[src/rtl/bts_pkg.sv]
package bts_pkg;
  typedef enum logic [2:0] {
    XF_CM_RD   = 3'd0,
    XF_CM_WR   = 3'd1,
    XF_SB_RD   = 3'd2,
    XF_SB_WR   = 3'd3,
    XF_OE_MOVE = 3'd4,
    XF_CM_BAD  = 3'd5,
    XF_CHAIN   = 3'd6,
    XF_NONE    = 3'd7
  } xfer_e;

  localparam int GRP_W      = 4;
  localparam int CHAIN_BIT  = 4;
  localparam logic [GRP_W-1:0] GRP_STATUS = 4'hA;
  localparam int SB_DATA_W  = 16;
endpackage

[src/rtl/bts_ptr_file.sv]
module bts_ptr_file #(
  parameter int PTR_W = 8,
  localparam int WORD_W = 4 * PTR_W,
  localparam int ADDR_W = 2 * PTR_W
) (
  input  logic              clk,
  input  logic              rst_n,
  input  logic              init_we,
  input  logic [1:0]        init_sel,
  input  logic [PTR_W-1:0]  init_data,
  input  logic              hdr_load,
  input  logic [WORD_W-1:0] hdr_word,
  input  logic              dec_wc,
  input  logic              dec_aux,
  input  logic              dec_addr,
  output logic [PTR_W-1:0]  wc,
  output logic [PTR_W-1:0]  aux,
  output logic [ADDR_W-1:0] addr
);
  logic [PTR_W-1:0] ptr_q [4];
  logic [ADDR_W-1:0] addr_dec;

  assign aux      = ptr_q[0];
  assign wc       = ptr_q[1];
  assign addr     = {ptr_q[2], ptr_q[3]};
  assign addr_dec = addr - 1'b1;

  always_ff @(posedge clk) begin
    if (!rst_n) begin
      for (int i = 0; i < 4; i++) ptr_q[i] <= '0;
    end else if (hdr_load) begin
      for (int i = 0; i < 4; i++) ptr_q[i] <= hdr_word[(4-i)*PTR_W-1 -: PTR_W];
    end else if (dec_wc || dec_aux || dec_addr) begin
      if (dec_aux) ptr_q[0] <= ptr_q[0] - 1'b1;
      if (dec_wc)  ptr_q[1] <= ptr_q[1] - 1'b1;
      if (dec_addr) begin
        ptr_q[2] <= addr_dec[ADDR_W-1:PTR_W];
        ptr_q[3] <= addr_dec[PTR_W-1:0];
      end
    end else if (init_we) begin
      ptr_q[init_sel] <= init_data;
    end
  end

  assert_dec_wc_R3: assert property (@(posedge clk) disable iff (!rst_n)
    dec_wc && !hdr_load |=> wc == $past(wc) - 1'b1);
  assert_dec_addr_R3: assert property (@(posedge clk) disable iff (!rst_n)
    dec_addr && !hdr_load |=> addr == $past(addr) - 1'b1);
endmodule

[src/rtl/bts_decode.sv]
module bts_decode
  import bts_pkg::*;
(
  input  logic [2:0] code,
  input  logic       fire,
  input  logic       wc_zero,
  output logic       needs_in,
  output logic       cm_rd,
  output logic       cm_wr,
  output logic       bad_par,
  output logic       sb_rd,
  output logic       sb_wr,
  output logic       oe_move,
  output logic       grp_wr,
  output logic       hdr_load,
  output logic       dec_wc,
  output logic       dec_aux,
  output logic       dec_addr
);
  xfer_e xf;
  logic  single;
  logic  chain_data;

  assign xf         = xfer_e'(code);
  assign single     = (xf != XF_CHAIN) && (xf != XF_NONE);
  assign chain_data = (xf == XF_CHAIN) && !wc_zero;

  always_comb begin
    needs_in = 1'b0;
    unique case (xf)
      XF_CM_WR, XF_SB_WR, XF_CM_BAD, XF_CHAIN: needs_in = 1'b1;
      default:                                 needs_in = 1'b0;
    endcase
  end

  assign cm_rd    = fire && (xf == XF_CM_RD);
  assign cm_wr    = fire && ((xf == XF_CM_WR) || (xf == XF_CM_BAD));
  assign bad_par  = fire && (xf == XF_CM_BAD);
  assign sb_rd    = fire && (xf == XF_SB_RD);
  assign sb_wr    = fire && (xf == XF_SB_WR);
  assign oe_move  = fire && (xf == XF_OE_MOVE);
  assign grp_wr   = fire && chain_data;
  assign hdr_load = fire && (xf == XF_CHAIN) && wc_zero;
  assign dec_wc   = fire && (single || chain_data);
  assign dec_aux  = fire && single;
  assign dec_addr = fire && (single || chain_data);
endmodule

[src/rtl/bts_branch.sv]
module bts_branch
  import bts_pkg::*;
#(
  parameter int PTR_W = 8,
  localparam int ADDR_W = 2 * PTR_W
) (
  input  logic [2:0]        code,
  input  logic [PTR_W-1:0]  wc,
  input  logic              chain,
  input  logic [GRP_W-1:0]  group,
  input  logic [ADDR_W-1:0] load_addr,
  input  logic [ADDR_W-1:0] cont_addr,
  input  logic [7:0]        offset,
  output logic              branch,
  output logic [ADDR_W-1:0] next_addr
);
  logic [ADDR_W-1:0] rel_tgt;
  logic              wc_one;
  logic              wc_zero;

  assign rel_tgt = cont_addr + {{(ADDR_W-8){offset[7]}}, offset};
  assign wc_one  = (wc == PTR_W'(1));
  assign wc_zero = (wc == '0);

  always_comb begin
    branch    = 1'b1;
    next_addr = rel_tgt;
    if (xfer_e'(code) == XF_NONE) begin
      branch    = 1'b0;
      next_addr = cont_addr;
    end else if (xfer_e'(code) == XF_CHAIN) begin
      if (wc_zero) begin
        branch    = 1'b1;
        next_addr = rel_tgt;
      end else if ((group == GRP_STATUS) && !chain) begin
        branch    = 1'b1;
        next_addr = load_addr;
      end else if (!chain && wc_one) begin
        branch    = 1'b0;
        next_addr = cont_addr;
      end
    end else if (wc_one) begin
      branch    = 1'b0;
      next_addr = cont_addr;
    end
  end
endmodule

[src/rtl/blk_xfer_seq.sv]
module blk_xfer_seq
  import bts_pkg::*;
#(
  parameter int PTR_W = 8,
  localparam int WORD_W = 4 * PTR_W,
  localparam int ADDR_W = 2 * PTR_W
) (
  input  logic              clk,
  input  logic              rst_n,
  input  logic              ptr_we_i,
  input  logic [1:0]        ptr_sel_i,
  input  logic [PTR_W-1:0]  ptr_wdata_i,
  input  logic              step_i,
  input  logic [2:0]        code_i,
  input  logic              stream_i,
  input  logic [7:0]        offset_i,
  input  logic [ADDR_W-1:0] cont_addr_i,
  input  logic              cmd_issue_i,
  input  logic [WORD_W-1:0] in_data_i,
  input  logic              in_valid_i,
  output logic              in_ready_o,
  output logic              done_o,
  output logic              branch_o,
  output logic [ADDR_W-1:0] next_addr_o,
  output logic [ADDR_W-1:0] dst_addr_o,
  output logic [GRP_W-1:0]  dst_group_o,
  output logic              cm_rd_o,
  output logic              cm_wr_o,
  output logic              bad_parity_o,
  output logic              sb_rd_o,
  output logic              sb_wr_o,
  output logic              oe_move_o,
  output logic              grp_wr_o,
  output logic [WORD_W-1:0] wr_data_o,
  output logic [ADDR_W-1:0] status_o,
  output logic              bus_busy_o
  ,
  output logic [PTR_W-1:0]  wcount_o,
  output logic [PTR_W-1:0]  aux_o
);
  logic needs_in, fire, hdr_load, dec_wc, dec_aux, dec_addr;
  logic [PTR_W-1:0]  wc, aux;
  logic [ADDR_W-1:0] addr;
  logic [ADDR_W-1:0] status_q;
  logic              busy_q;
  logic              consumed;

  assign in_ready_o = step_i && needs_in;
  assign fire       = step_i && (!needs_in || in_valid_i);
  assign done_o     = fire;
  assign consumed   = in_ready_o && in_valid_i;

  bts_decode u_dec (
    .code(code_i), .fire(fire), .wc_zero(wc == '0), .needs_in(needs_in),
    .cm_rd(cm_rd_o), .cm_wr(cm_wr_o), .bad_par(bad_parity_o),
    .sb_rd(sb_rd_o), .sb_wr(sb_wr_o), .oe_move(oe_move_o), .grp_wr(grp_wr_o),
    .hdr_load(hdr_load), .dec_wc(dec_wc), .dec_aux(dec_aux), .dec_addr(dec_addr)
  );

  bts_ptr_file #(.PTR_W(PTR_W)) u_ptr (
    .clk(clk), .rst_n(rst_n),
    .init_we(ptr_we_i && !step_i), .init_sel(ptr_sel_i), .init_data(ptr_wdata_i),
    .hdr_load(hdr_load), .hdr_word(in_data_i),
    .dec_wc(dec_wc), .dec_aux(dec_aux), .dec_addr(dec_addr),
    .wc(wc), .aux(aux), .addr(addr)
  );

  bts_branch #(.PTR_W(PTR_W)) u_br (
    .code(code_i), .wc(wc), .chain(aux[CHAIN_BIT]), .group(aux[GRP_W-1:0]),
    .load_addr(in_data_i[ADDR_W-1:0]), .cont_addr(cont_addr_i), .offset(offset_i),
    .branch(branch_o), .next_addr(next_addr_o)
  );

  assign dst_addr_o  = addr;
  assign dst_group_o = aux[GRP_W-1:0];
  assign wcount_o    = wc;
  assign aux_o       = aux;
  assign wr_data_o   = sb_wr_o ? {{(WORD_W-SB_DATA_W){1'b0}}, in_data_i[SB_DATA_W-1:0]}
                               : in_data_i;

  always_ff @(posedge clk) begin
    if (!rst_n)                                       status_q <= '0;
    else if (grp_wr_o && (aux[GRP_W-1:0] == GRP_STATUS)) status_q <= in_data_i[ADDR_W-1:0];
  end
  assign status_o = status_q;

  always_ff @(posedge clk) begin
    if (!rst_n)                                            busy_q <= 1'b0;
    else if (cmd_issue_i)                                  busy_q <= 1'b1;
    else if (consumed && (!stream_i || wc == PTR_W'(1)))   busy_q <= 1'b0;
  end
  assign bus_busy_o = busy_q;

  assert_ready_R6: assert property (@(posedge clk) disable iff (!rst_n)
    in_ready_o |-> step_i);
  assert_stall_hold_R6: assert property (@(posedge clk) disable iff (!rst_n)
    in_ready_o && !in_valid_i && !ptr_we_i |=> $stable(wcount_o) && $stable(dst_addr_o));
  assert_one_strobe_R2: assert property (@(posedge clk) disable iff (!rst_n)
    $onehot0({cm_rd_o, cm_wr_o, sb_rd_o, sb_wr_o, oe_move_o, grp_wr_o}));
  assert_parity_R2: assert property (@(posedge clk) disable iff (!rst_n)
    bad_parity_o |-> cm_wr_o);
  assert_exit_one_R4: assert property (@(posedge clk) disable iff (!rst_n)
    done_o && !branch_o && code_i < 3'd6 |-> wcount_o == PTR_W'(1));
  assert_aux_keep_R9: assert property (@(posedge clk) disable iff (!rst_n)
    grp_wr_o && !ptr_we_i |=> $stable(aux_o));
  assert_blocked_R11: assert property (@(posedge clk) disable iff (!rst_n)
    grp_wr_o && aux_o[CHAIN_BIT] |->
      next_addr_o == cont_addr_i + {{(ADDR_W-8){offset_i[7]}}, offset_i});
  assert_busy_keep_R12: assert property (@(posedge clk) disable iff (!rst_n)
    bus_busy_o && !consumed |=> bus_busy_o);
endmodule

[config.mk]
export PLATFORM = sky130hd
export DESIGN_NAME = blk_xfer_seq
export DESIGN_NICKNAME = d
export VERILOG_FILES = /design/src/rtl/bts_pkg.sv /design/src/rtl/bts_ptr_file.sv /design/src/rtl/bts_decode.sv /design/src/rtl/bts_branch.sv /design/src/rtl/blk_xfer_seq.sv
export SDC_FILE = /design/constraint.sdc
export NUM_CORES = 1
export LEC_CHECK = 0
export CAP_MARGIN = 40
export CORE_AREA = 10 10 110 112
export DETAILED_ROUTE_END_ITERATION = 7
export DIE_AREA = 0 0 120 122
export GPL_ROUTABILITY_DRIVEN = 0
export MAX_ROUTING_LAYER = met4
export PLACE_DENSITY = 0.84
export SYNTH_ARGS = -nofsm -noshare
export SYNTH_HDL_FRONTEND = slang
export SYNTH_HIERARCHICAL = 1
export SYNTH_SLANG_ARGS = --single-unit
[constraint.sdc]
create_clock -name clk -period 5.16 [get_ports clk]
set_clock_uncertainty 0.05 [all_clocks]
set_input_delay 0.774 -clock clk [delete_from_list [all_inputs] [get_ports clk]]
set_output_delay 0.774 -clock clk [all_outputs]
set_load 0.01 [all_outputs]
== Word-level counts from Yosys, hierarchy flattened ==
Memory sizes are Yosys's and may differ from the RTL's.
Index checks and enable logic that the tools add are counted.
Word-level totals
  memory bits (writable): 32
  register bits after elaboration: 17
  output and inout port bits: 111
  memories: 1
  input port bits: 76
  logic and storage cells: 109
Memory list
  u_ptr.ptr_q: depth 4, bits a word 8, read ports 4, clocked after Yosys merged registers in 0, write ports 4, line bts_ptr_file.sv:20  | logic [PTR_W-1:0] ptr_q [4];
Cells by class
  add/sub/neg operators: 4
  bitwise operators: 8
  equal/unequal tests: 11
  reductions and logical operators: 37
  muxes and demuxes: 46
Operators by type and width (count)
  16-bit two-way mux: 6
  8-bit two-way mux: 9
  32-bit two-way mux: 1
  1-bit two-way mux: 29
  1-bit logical AND: 21
  16-bit adder: 1
  16-bit by 1-bit subtractor with 16-bit output (second input constant): 1
  8-bit by 1-bit subtractor with 8-bit output (second input constant): 2
  3-bit == test (second input constant): 4
  8-bit by 1-bit == test with 1-bit output (second input constant): 1
  8-bit logical NOT: 1
  1-bit bitwise OR: 8
  8-bit OR reduction: 1
  3-bit by 2-bit == test with 1-bit output (second input constant): 2
  1-bit logical OR: 6
  3-bit inequality test (second input constant): 2
  1-bit logical NOT: 5
  4-bit == test (second input constant): 1
  4-bit OR reduction: 1
  3-bit by 1-bit == test with 1-bit output (second input constant): 1
  3-bit logical NOT: 1
  2-bit two-way mux: 1
  2-bit nonzero test: 1

== Longest topological paths before layout ==
  depth in word-level cells: 15
  gate-level depth with buffers: 12
  depth with buffers taken out: 10

== By module ==
The synthesis kept the hierarchy.
By module, submodules not included
  bts_ptr_file: sequential area each 960.9 um^2, instances 1, cells an instance 228, area each 2129.5 um^2
  bts_branch: sequential area each 0.0 um^2, instances 1, cells an instance 194, area each 1346.3 um^2
  blk_xfer_seq: sequential area each 340.3 um^2, instances 1, cells an instance 123, area each 1032.2 um^2
  bts_decode: sequential area each 0.0 um^2, instances 1, cells an instance 17, area each 142.6 um^2

== Least setup slack after synthesis ==
OpenSTA, ideal clock, no wires.
  path type: input -> register
  from: input port code_i[0]
  to: memory u_ptr.ptr_q[2][2], data pin
  stages on the path: 11
  path buffers: 2
  arrival time: 3.305 ns
  path slack: 1.524 ns
  setup time: 0.281 ns
  data required time: 4.829 ns
  cell sequence: buf_4 -> xnor2_1 -> a21boi_0 -> nand2_2 -> nor4b_2 -> nor3b_1 -> nand3_1 -> clkbuf_1 -> nand2_1 -> o21ai_1 -> o221ai_1
RTL lines
  start, declared: line blk_xfer_seq.sv:14  | input logic [2:0] code_i,
  end, declared: line bts_ptr_file.sv:20

== Worst setup path after layout ==
  from: input port cont_addr_i[0]
  to: output port next_addr_o[12]
Between the ends
  cells in the longest elaborated chain, start to end: 6
  elaborated cells on any way between the ends: 7
  classes of those cells: 1 x add/sub; 6 x mux
Ends and longest elaborated chain
  start, declared: line blk_xfer_seq.sv:17  | input logic [ADDR_W-1:0] cont_addr_i,
  16-bit adder *: line bts_branch.sv:21  | assign rel_tgt = cont_addr + {{(ADDR_W-8){offset[7]}}, offset};
  16-bit two-way mux: line bts_branch.sv:38  | end else if (!chain && wc_one) begin
  16-bit two-way mux: line bts_branch.sv:35  | end else if ((group == GRP_STATUS) && !chain) begin
  16-bit two-way mux: line bts_branch.sv:32  | if (wc_zero) begin
  16-bit two-way mux *: line bts_branch.sv:31  | end else if (xfer_e'(code) == XF_CHAIN) begin
  16-bit two-way mux *: line bts_branch.sv:28  | if (xfer_e'(code) == XF_NONE) begin
  end, declared: line blk_xfer_seq.sv:24  | output logic [ADDR_W-1:0] next_addr_o,
Every way passes the cells marked *; elsewhere a longest branch is shown, timed or not.

==> metrics.txt <==
overall die width=120 um; largest area contributor in the synthesized netlist=sky130_fd_sc_hd__edfxtp_1; fill cell total of the finished layout=829; total negative slack=0 ps; startpoint of the tightest hold check path=status_o[3]; ordered cell list for the critical path=clkdlybuf4s50_1 -> ha_1 -> fa_1 -> a21o_1 -> a221oi_1 -> o21ai_0 -> a221oi_1 -> xor2_1 -> o21ai_0 -> clkdlybuf4s50_1; drt pass-1 iters=5; number of distinct standard cells referenced by the synthesized netlist=78; fraction of power consumed by sequential logic=0.355; Clock Pin Slew Worst Setup and Hold Paths=90 ps; post-synth design cell area=4651 um^2; leak pwr=2.399 nW; CTS tree=built; top_reg_cell synth=sky130_fd_sc_hd__edfxtp_1; starting DRC count in detailed routing=491; Core ar.=10050 um^2; hold_ws=411.8 ps; maximum clock frequency=205.6 MHz; placed cells=852; top-area cell type share of the netlist area=0.2066; hold path cells=2; switching share of power=0.3509; switching power total=0.4979 mW; Clock power frac=0.191; placement row count=37; wire length after detailed routing=17.40 mm; clock latency of the later-clocked register in the worst-skew pair=300 ps; FF+latch count, synth=49; cell depth of the worst flop-to-flop path=9; hold violation count in the final report=0; highest cell delay on the worst timing path=560 ps; number of diodes added for antenna fixing=0; Hold-fix buffers, CTS=0; Root Driver=sky130_fd_sc_hd__clkbuf_8; buffers from clock root to sink, at most=2; multiplexer area fraction after synthesis=0.03659; Slew Limit Fails=0; share of flip-flops with an asynchronous set or reset=0; startpoint type of the worst setup path=input port; height of the die=122 um; pin count of the biggest net entering global routing=42; CTS buffer count=5; number of resized instances in the post-cts repair step=0; hold crit path type=flip-flop to flip-flop; initial core utilization=0.4629; internal power contribution=0.9211 mW; final cell count without fillers=860; post-detailed-route wirelength per cell=20.23 um; maximum fanout encountered on the critical timing path=3; required time of the critical path=4340 ps; total number of clock tree sinks=49; number of synthesis warnings=6; count of input and output buffers=186; MaxCap Viol Count=0; combinational family with the most area after synthesis=simple AND/OR/NAND/NOR gates; post-layout minimum cycle time=4864 ps; floorplan die area=14640 um^2; compound-gate portion of the synthesized area=0.2319; GR Util All Layers=0.2280; sort of element at the end of the critical path=output port; Synth Area in XOR/XNOR=0.06968; tightest slew margin relative to the limit=0.3919; sum of net half-perimeters after detailed placement=13.98 mm; Max stage delay cell, worst path=sky130_fd_sc_hd__clkdlybuf4s50_1; count leader, synth=sky130_fd_sc_hd__nand2_1; total via count in the routed design=5094; RSZ-0062 raised after global routing=false; Buffers & Inverters on Critical Path=2; run status=finished, final reports clean; number of global-route vias before repair=5011; fin worst setup slack=296.1 ps; Antenna Nets Post-Route=0; worst flop-to-flop path startpoint=u_ptr/ptr_q[1][5]; origin of the worst setup path=cont_addr_i[0]; number of synthesized flops with an enable pin=32; average footprint of a synthesized cell=8.275 um^2; Tcrit/Tclk final=0.9426; register-to-register path setup slack=1760 ps; cell family with most CP delay=compound AO/OA/AOI/OAI gates; sequential fraction of the synthesis area=0.2798; portion of total power attributed to combinational logic=0.455; post-detailed-route via-to-cell ratio=5.923; arrival time reported for the critical path endpoint=4040 ps; number of cells on the critical path=10; worst voltage drop across the vdd grid=0.0001188 V; gr ovfl total=0; pre-CTS setup slack=358.0 ps; DRC violations left=0; syn_nets=657; fraction of layout instances using a drive strength above 1=0.05110; number of antenna violations at the first check in global routing=0; measured slew at the worst slew-check pin=902.7 ps; Power, Total=1.419 mW; biggest area contributors in the synthesized netlist=sky130_fd_sc_hd__edfxtp_1 21%, sky130_fd_sc_hd__dfxtp_1 7.3%, sky130_fd_sc_hd__nand2_1 6.5%; post-synthesis to final-layout area growth=41.16%; number of nets at the end of the flow=818; # Post-CTS Setup Buffers=0; Post-Synth Simple-Gate Area=0.2626; number of instances in the synthesized netlist=562; adder-cell share of the synthesized area=0.05273; Top Ports=187; htree depth=2; power density over cell area=216.1 nW/um^2; Setup Crit Path Kind=input port to output port; top post-synthesis cells by count=80 x sky130_fd_sc_hd__nand2_1, 48 x sky130_fd_sc_hd__nor2_1, 33 x sky130_fd_sc_hd__a21oi_1, 32 x sky130_fd_sc_hd__edfxtp_1, 29 x sky130_fd_sc_hd__o21ai_0; wire length of the first global-routing pass=26.52 mm; number of failing setup endpoints in the final timing report=0
tightest hold or removal path: stages, from the launching register on:
cell and delay (ps):
sky130_fd_sc_hd__dfxtp_1 320, sky130_fd_sc_hd__nand2_1 50, sky130_fd_sc_hd__mux2i_1 50
cell type report:
| cell class | count | area, um^2 | area share |
|---|---|---|---|
| Clock buffer | 6 | 72.57 | 0.01105 |
| Sequential cell | 49 | 1301 | 0.1982 |
| Multi-Input combinational cell | 462 | 3039 | 0.4629 |
| Tap cell | 136 | 170.2 | 0.02592 |
| Clock inverter | 2 | 33.78 | 0.005146 |
| Inverter | 15 | 56.30 | 0.008576 |
| Timing Repair Buffer | 190 | 1892 | 0.2882 |
power groups by stage:
stage	Combinational [mW]	Sequential (mW)	Clock, mW
after floorplan	0.326	0.515	0
after global placement	0.619	0.510	0
after detailed placement	0.633	0.511	0
after CTS	0.638	0.503	0.273
after global routing	0.690	0.510	0.286
final	0.645	0.504	0.270
worst paths after layout:
kind,to
setup reg to reg,u_ptr/ptr_q[2][1]
setup / recovery,next_addr_o[12]
hold reg to reg,status_o[3]
hold / removal,status_o[3]
flip-flops by register name, summed over array words and instances (netlist names):
register / cells
u_ptr/ptr_q: 32
status_o: 16
bus_busy_o: 1
cells in the final DEF, fill, tap and decap left out, types with 7 or more instances in the layout:
cell	netlist	routed
sky130_fd_sc_hd__a21oi_1	33	33
sky130_fd_sc_hd__edfxtp_1	32	32
sky130_fd_sc_hd__a22oi_1	13	13
sky130_fd_sc_hd__nor2_1	48	48
sky130_fd_sc_hd__inv_1	15	15
sky130_fd_sc_hd__nor2b_1	19	19
sky130_fd_sc_hd__nand2_1	80	80
sky130_fd_sc_hd__dfxtp_1	17	17
sky130_fd_sc_hd__or3_1	9	9
sky130_fd_sc_hd__ha_1	18	18
sky130_fd_sc_hd__o21ai_1	13	13
sky130_fd_sc_hd__a21o_1	9	9
sky130_fd_sc_hd__o22ai_1	13	13
sky130_fd_sc_hd__nand3_1	7	7
sky130_fd_sc_hd__o21ai_0	29	29
sky130_fd_sc_hd__a22o_1	7	7
sky130_fd_sc_hd__xor2_1	11	11
sky130_fd_sc_hd__clkdlybuf4s50_1	0	186
sky130_fd_sc_hd__xnor2_1	26	26
sky130_fd_sc_hd__mux2i_1	17	17
sky130_fd_sc_hd__nor4_1	7	7
sky130_fd_sc_hd__nor3_1	12	12
stage by stage:
stage                 util  area, um^2
floorplan                -        4651
global placement    0.6429        6459
detailed placement  0.6429        6459
CTS                 0.6535        6565
global route        0.6535        6565
finish              0.6535        6565
logic make-up (layout without fill, tap and decap cells):
kind of cell | after synthesis | count (layout)
multiplexers | 17 | 17
AO/OA/AOI/OAI | 161 | 161
AND/OR/NAND/NOR | 228 | 228
buffers and inverters | 51 | 213
flip-flops | 49 | 49
adder cells (fa/ha/maj) | 19 | 19
XOR/XNOR | 37 | 37
metal layers:
layer  up-vias  part of all wire  track usage
met2       321              0.49       0.3931
li1       2378                 -            -
met4         0             0.026      0.06410
met3        44             0.083      0.04024
met1      2351              0.40       0.2675
met5         -                 0            -
No activity file was read; power rests on OpenSTA's default activity.
